`config.mk`:
```
export PLATFORM = sky130hd
export DESIGN_NAME = segdac_switch_decoder
export DESIGN_NICKNAME = d
export VERILOG_FILES = /design/src/rtl/segdac_pkg.sv /design/src/rtl/segdac_capture.sv /design/src/rtl/segdac_therm.sv /design/src/rtl/segdac_retime.sv /design/src/rtl/segdac_switch_decoder.sv
export SDC_FILE = /design/constraint.sdc
export NUM_CORES = 1
export LEC_CHECK = 0
export ABC_AREA = 1
export BUFFER_PORTS_ARGS = -buffer_cell sky130_fd_sc_hd__buf_2
export CORE_MARGIN = 10
export CORE_UTILIZATION = 48
export DETAILED_ROUTE_END_ITERATION = 7
export GPL_TIMING_DRIVEN = 0
export PLACE_DENSITY = 0.79
export SETUP_SLACK_MARGIN = 0.4
export SLEW_MARGIN = 25
export SYNTH_ARGS = -nofsm -noshare
export SYNTH_HDL_FRONTEND = slang
export SYNTH_SLANG_ARGS = --single-unit
export TNS_END_PERCENT = 1
```
`constraint.sdc`:
```
create_clock -name clk -period 1.25 [get_ports clk]
set_clock_uncertainty 0.1 [all_clocks]
set_input_delay 0.25 -clock clk [delete_from_list [all_inputs] [get_ports clk]]
set_output_delay 0.25 -clock clk [all_outputs]
set_load 0.02 [all_outputs]
```
`src/rtl/segdac_pkg.sv`:
```
package segdac_pkg;
  localparam int DEF_UP_BITS  = 5;
  localparam int DEF_MID_BITS = 4;
  localparam int DEF_LSB_BITS = 1;

  function automatic int unit_count(input int bits);
    return (1 << bits) - 1;
  endfunction
endpackage

```
`src/rtl/segdac_capture.sv`:
```
module segdac_capture #(
  parameter int W = 10
) (
  input  logic         clk,
  input  logic         rst,
  input  logic         sleep,
  input  logic [W-1:0] din,
  output logic [W-1:0] code_q,
  output logic         cap_v
);
  always_ff @(posedge clk) begin
    if (rst) begin
      code_q <= '0;
      cap_v  <= 1'b0;
    end else if (!sleep) begin
      code_q <= din;
      cap_v  <= 1'b1;
    end
  end
endmodule

```
`src/rtl/segdac_therm.sv`:
```
module segdac_therm #(
  parameter int BITS = 5,
  localparam int N   = (1 << BITS) - 1
) (
  input  logic [BITS-1:0] val,
  output logic [N-1:0]    therm
);
  for (genvar i = 0; i < N; i++) begin : g_unit
    assign therm[i] = (val > BITS'(i));
  end
endmodule

```
`src/rtl/segdac_retime.sv`:
```
module segdac_retime #(
  parameter int W = 47
) (
  input  logic         clk,
  input  logic         rst,
  input  logic         sleep,
  input  logic         cap_v,
  input  logic [W-1:0] dec,
  output logic [W-1:0] q_a,
  output logic [W-1:0] q_b,
  output logic         q_v
);
  always_ff @(posedge clk) begin
    if (rst) begin
      q_a <= '0;
      q_b <= '1;
      q_v <= 1'b0;
    end else if (sleep) begin
      q_a <= '0;
      q_b <= '0;
      q_v <= 1'b0;
    end else begin
      q_a <= dec;
      q_b <= ~dec;
      q_v <= cap_v;
    end
  end
endmodule

```
`src/rtl/segdac_switch_decoder.sv`:
```
module segdac_switch_decoder #(
  parameter int UP_BITS  = segdac_pkg::DEF_UP_BITS,
  parameter int MID_BITS = segdac_pkg::DEF_MID_BITS,
  parameter int LSB_BITS = segdac_pkg::DEF_LSB_BITS,
  localparam int CODE_W  = UP_BITS + MID_BITS + LSB_BITS,
  localparam int UP_N    = (1 << UP_BITS) - 1,
  localparam int MID_N   = (1 << MID_BITS) - 1
) (
  input  logic              clk,
  input  logic              rst,
  input  logic              sleep,
  input  logic [CODE_W-1:0] din,
  output logic [CODE_W-1:0] code_out,
  output logic [UP_N-1:0]   up_a,
  output logic [UP_N-1:0]   up_b,
  output logic [MID_N-1:0]  mid_a,
  output logic [MID_N-1:0]  mid_b,
  output logic [LSB_BITS-1:0] lsb_a,
  output logic [LSB_BITS-1:0] lsb_b,
  output logic              out_valid
);
  localparam int ALL_N = UP_N + MID_N + LSB_BITS;

  logic              cap_v;
  logic [UP_N-1:0]   up_dec;
  logic [MID_N-1:0]  mid_dec;
  logic [ALL_N-1:0]  dec_all, reg_a, reg_b;

  segdac_capture #(.W(CODE_W)) u_cap (
    .clk(clk), .rst(rst), .sleep(sleep), .din(din),
    .code_q(code_out), .cap_v(cap_v)
  );

  segdac_therm #(.BITS(UP_BITS)) u_up (
    .val(code_out[CODE_W-1 -: UP_BITS]), .therm(up_dec)
  );

  segdac_therm #(.BITS(MID_BITS)) u_mid (
    .val(code_out[LSB_BITS +: MID_BITS]), .therm(mid_dec)
  );

  assign dec_all = {up_dec, mid_dec, code_out[LSB_BITS-1:0]};

  segdac_retime #(.W(ALL_N)) u_ret (
    .clk(clk), .rst(rst), .sleep(sleep), .cap_v(cap_v),
    .dec(dec_all), .q_a(reg_a), .q_b(reg_b), .q_v(out_valid)
  );

  assign up_a  = reg_a[ALL_N-1 -: UP_N];
  assign up_b  = reg_b[ALL_N-1 -: UP_N];
  assign mid_a = reg_a[LSB_BITS +: MID_N];
  assign mid_b = reg_b[LSB_BITS +: MID_N];
  assign lsb_a = reg_a[LSB_BITS-1:0];
  assign lsb_b = reg_b[LSB_BITS-1:0];
endmodule

```
# After elaboration in Yosys (flattened, before gate mapping)
# Cells that the tools add are included.
[word_totals]
reg_bits = 106
input_bits = 13
output_inout_bits = 105
wordCells = 54
[classes]
magnitude_cmp = 46
muxes = 1
bitwise_logic = 1
reduce_logical = 1
[ops]
columns = ["op", "n"]
rows = [
  ["greater-than comparator 5 bit, second input constant", 15],
  ["2-to-1 mux 47 bit", 1],
  ["NOT 47 bit", 1],
  ["greater-than comparator 5 x 4 -> 1 bit, second input constant", 8],
  ["greater-than comparator 4 bit, second input constant", 7],
  ["greater-than comparator 5 x 3 -> 1 bit, second input constant", 4],
  ["greater-than comparator 4 x 3 -> 1 bit, second input constant", 4],
  ["greater-than comparator 5 x 1 -> 1 bit, second input constant", 2],
  ["greater-than comparator 5 x 2 -> 1 bit, second input constant", 2],
  ["greater-than comparator 4 x 1 -> 1 bit, second input constant", 2],
  ["greater-than comparator 4 x 2 -> 1 bit, second input constant", 2],
  ["OR reduction 2 bit", 1],
]

# Depth between registers and ports, before layout
[depth]
word_depth = 3
ltp_mapped = 6
depth_no_buf = 5

# Hierarchy
# A second synthesis with hierarchy kept.
[hier_totals]
cells_unflattened = 412
area_unflattened_um2 = 3538.4
[modules_own_cells]
columns = ["module", "n_inst", "cells_per_inst", "area_per_inst_um2", "seq_area_each_um2"]
rows = [
  ["segdac_retime", 1, 256, 2672.6, 1901.8],
  ["segdac_capture", 1, 66, 457.9, 220.2],
  ["segdac_therm (u_up)", 1, 64, 292.8, 0.0],
  ["segdac_therm (u_mid)", 1, 26, 115.1, 0.0],
]

# Least setup slack after synthesis
# No wires, ideal clock.
[synth_timing]
kind = "register to register"
startpoint = "reg u_cap.code_q[7]"
endpoint = "reg u_ret.q_b[30]"
setup_time_ns = 0.119
arrival_ns = 1.084
required_ns = 1.031
slack_ns = -0.053
path_stages_with_launch = 5
n_path_buf = 1
cell_sequence = "dfxtp_1 buf_2 nand3_1 o21ai_0 nand2_1"
[synth_via]
elab_chain_cells = 3
[synth_lines]
columns = ["element", "line", "rtl"]
rows = [
  ["start: declaration", "segdac_capture.sv:8", "output logic [W-1:0] code_q,"],
  ["start signal: assignment", "segdac_capture.sv:16", "code_q <= din;"],
  ["greater-than comparator 5 x 4 -> 1 bit", "segdac_therm.sv:9", "assign therm[i] = (val > BITS'(i));"],
  ["NOT 47 bit", "segdac_retime.sv:24", "q_b <= ~dec;"],
  ["2-to-1 mux 47 bit", "segdac_retime.sv:18", "end else if (sleep) begin"],
  ["end signal: assignment", "segdac_retime.sv:24", ""],
  ["end: declaration", "segdac_retime.sv:10", "output logic [W-1:0] q_b,"],
]
# Every way passes these cells.
# A chain may end at the register's enable or synchronous reset.

# Worst setup path in the final report
[layout_timing]
startpoint = "reg u_cap.code_q[8]"
endpoint = "out code_out[8]"
[layout_lines]
columns = ["element", "line", "rtl"]
rows = [
  ["end: declaration", "segdac_switch_decoder.sv:13", "output logic [CODE_W-1:0] code_out,"],
]
# No word-level cell between the ends.

==> flow_summary.json <==
{
  "status": "finished with violations",
  "violations": "negative setup slack",
  "crit_arrival_ps": 940,
  "total_leakage_power_nw": 2.48,
  "totalWireLength_mm": 12.5,
  "die_w_um": 102,
  "max_freq_ghz": 0.776,
  "drtIter0Drc": 217,
  "worstSkewPairLatency_ps": 380,
  "critical_path_buf_inv_count": 1,
  "crit_path_top_delay_cell": "dfxtp_4",
  "final_core_util": 0.880,
  "areaGrowthSynthToFinish_pct": 75.2,
  "final_cells": 566,
  "hp-start": "sleep",
  "place_area_um2": 4010,
  "hold_class": "in2reg",
  "grt_pass1_wl_mm": 16.9,
  "die_area_um2": 10400,
  "nNetsFinal": 497,
  "criticalPathCategory": "reg2out",
  "ys_types": 23,
  "grt_overflow": 0,
  "finalCriticalPeriod_ps": 1290,
  "holdPathStages": 2,
  "final_cell_area_um2": 5650,
  "drv_cap": 0,
  "synth-edff-count": 0,
  "synth_top_area_share": 0.658,
  "place_congestion": 0.885,
  "rsz0062_at_grt": "yes",
  "die_h_um": 102,
  "worstSetupStartpointType": "flop",
  "synth.area.top_cells": "dfxtp_1, nand2_1, a21oi_1",
  "avgViaCountPerCell": 5.53,
  "grt_start_max_net_pins": 17,
  "syn_avg_cell_area_um2": 9.32,
  "grt_pass1_vias": 3067,
  "worst_path_largest_cell_delay_ps": 420,
  "ir_worst_vdd_mv": 0.863,
  "r2r-end": "u_ret.q_a[24]",
  "port-buffer-count": 116,
  "setup_viol_count_final": 11,
  "yosys_warnings": 0,
  "clkTransAtPathRegs_ps": 100,
  "drv_slew": 0,
  "grt_util_all_layers": 0.213,
  "cts_buffers": 9,
  "path_cells": "buf_6",
  "timing.final.ws_setup_ps": -38.8,
  "vias": 3129,
  "synthArstFlopShare": 0,
  "ff2ff_path_depth": 5,
  "cts.sinks": 106,
  "fp.coreArea_um2": 6420,
  "synth_fp_nets": 359,
  "diodes": 0,
  "first_pass_iters": 5,
  "relSlewSlack": 0.723,
  "dp_cells": 539,
  "power_w": 0.00709,
  "rows": 29,
  "worst_pin_slew_ps": 416,
  "clockBufferDepth": 2,
  "cts_max_level": 3,
  "synth_largest_area_cell": "dfxtp_1",
  "critPathMaxFanout": 6,
  "endpoint_kind": "output port",
  "synth_area_um2": 3230,
  "post_drt_wl_per_cell_um": 22.2,
  "start_util": 0.502,
  "io_pins": 118,
  "synth_flop_cell": "dfxtp_1",
  "cts_tree": "done",
  "tns_ps": -215,
  "grt_antenna_before_repair": 0,
  "hold_viol": 0,
  "period_share": 1.03,
  "ant_nets": 0,
  "synthCells": 346,
  "crit_family": "flip-flops",
  "fillCellCount": 251,
  "dp_hpwl_mm": 6.84,
  "layout-drive-gt1-share": 0.746,
  "drc": 0,
  "ctsRootBufferMaster": "clkbuf_8",
  "final_cell_mix": "buf_6, dfxtp_2, nand2_1, nor2_1, a21oi_2",
  "ys_seq_area_frac": 0.658,
  "ys_ff_latch": 106,
  "cp.required_ps": 900,
  "hold_end": "u_ret.q_b[27]",
  "powerDensity_nw_per_um2": 1250,
  "ff2ff_setup_slack_ps": -40,
  "r2r_start": "u_cap.code_q[6]",
  "layout_commonest_cell": "buf_6"
}
cell type report:
class                   instances  area (µm²)  area share
clock buffers                  13         149      0.0263
well taps                      77        96.3      0.0170
inverters                      32         170      0.0301
flip-flops and latches        106        2280       0.403
multi-input cells             193        1350       0.239
plain buffers                  15         191      0.0339
repair buffers                127        1400       0.248
clock inverters                 3        16.3     0.00288
routing by layer:
| layer | track usage | vias to the layer above | part of all wire |
|---|---|---|---|
| li1 | - | 1377 | - |
| met1 | 0.226 | 1500 | 0.36 |
| met2 | 0.374 | 201 | 0.52 |
| met3 | 0.0580 | 51 | 0.081 |
| met4 | 0.119 | 0 | 0.039 |
| met5 | 0 | - | 0 |
cells by family (layout without fill, tap and decap cells):
group,Yosys count,in the layout,synth area share
AND/OR/NAND/NOR,134,134,0.182
flip-flops,106,106,0.658
AO/OA/AOI/OAI,59,59,0.0931
buffers and inverters,47,190,0.0675
synthesized netlist by cell type, types with 2 or more instances:
master,instances
dfxtp_1,106
nand2_1,69
nor2_1,36
a21oi_1,35
inv_1,28
o21ai_0,20
nand3_1,15
buf_2,8
nor3_1,5
inv_2,4
buf_6,3
nor2_4,3
buf_4,2
nor2_2,2
o21ai_1,2
sequential cells by signal (all words and copies together), names as in the netlist:
signal	flops
u_ret.q_a	47
u_ret.q_b	47
u_cap.code_q	10
u_cap.cap_v	1
u_ret.q_v	1
power by group:
part	internal [W]	switching, W
combinational	0.000617	0.000857
clock	0.000779	0.00113
sequential	0.00359	0.000123
total	0.00498	0.00211
through the flow:
| step | setup WS (ps) | hold WS (ps) |
|---|---|---|
| after floorplan | 203 | 255 |
| final | -38.8 | 19.1 |
| after CTS | -12.2 | 3.44 |
| after global routing | -59.5 | 14.0 |
| after detailed placement | -14.2 | 328 |
| after global placement | -30.5 | 326 |
worst max path at each step:
stage / startpoint / to / slack, ps / depth (start not counted)
after floorplan: u_cap.code_q[6] / u_ret.q_a[16] / 200 / 5
after global routing: u_cap.code_q[9] / u_ret.q_a[18] / -60 / 4
after global placement: rst / u_ret.q_a[30] / -30 / 5
final: u_cap.code_q[8] / code_out[8] / -40 / 1
after detailed placement: rst / u_cap.code_q[2] / -10 / 5
after CTS: u_cap.code_q[0] / code_out[0] / -10 / 2
repair_timing:
action / 4_1_cts / 5_1_grt
hold buffers: 3 / 0
setup buffers: 6 / 1
hold endpoints to repair: 3 / 0
resized for setup: 425 / 57
pin swaps: 66 / 45
cloned: 0 / 1
endpoints found under the setup margin: 204 / 209
Note: power is estimated with default switching activity, not from simulation.
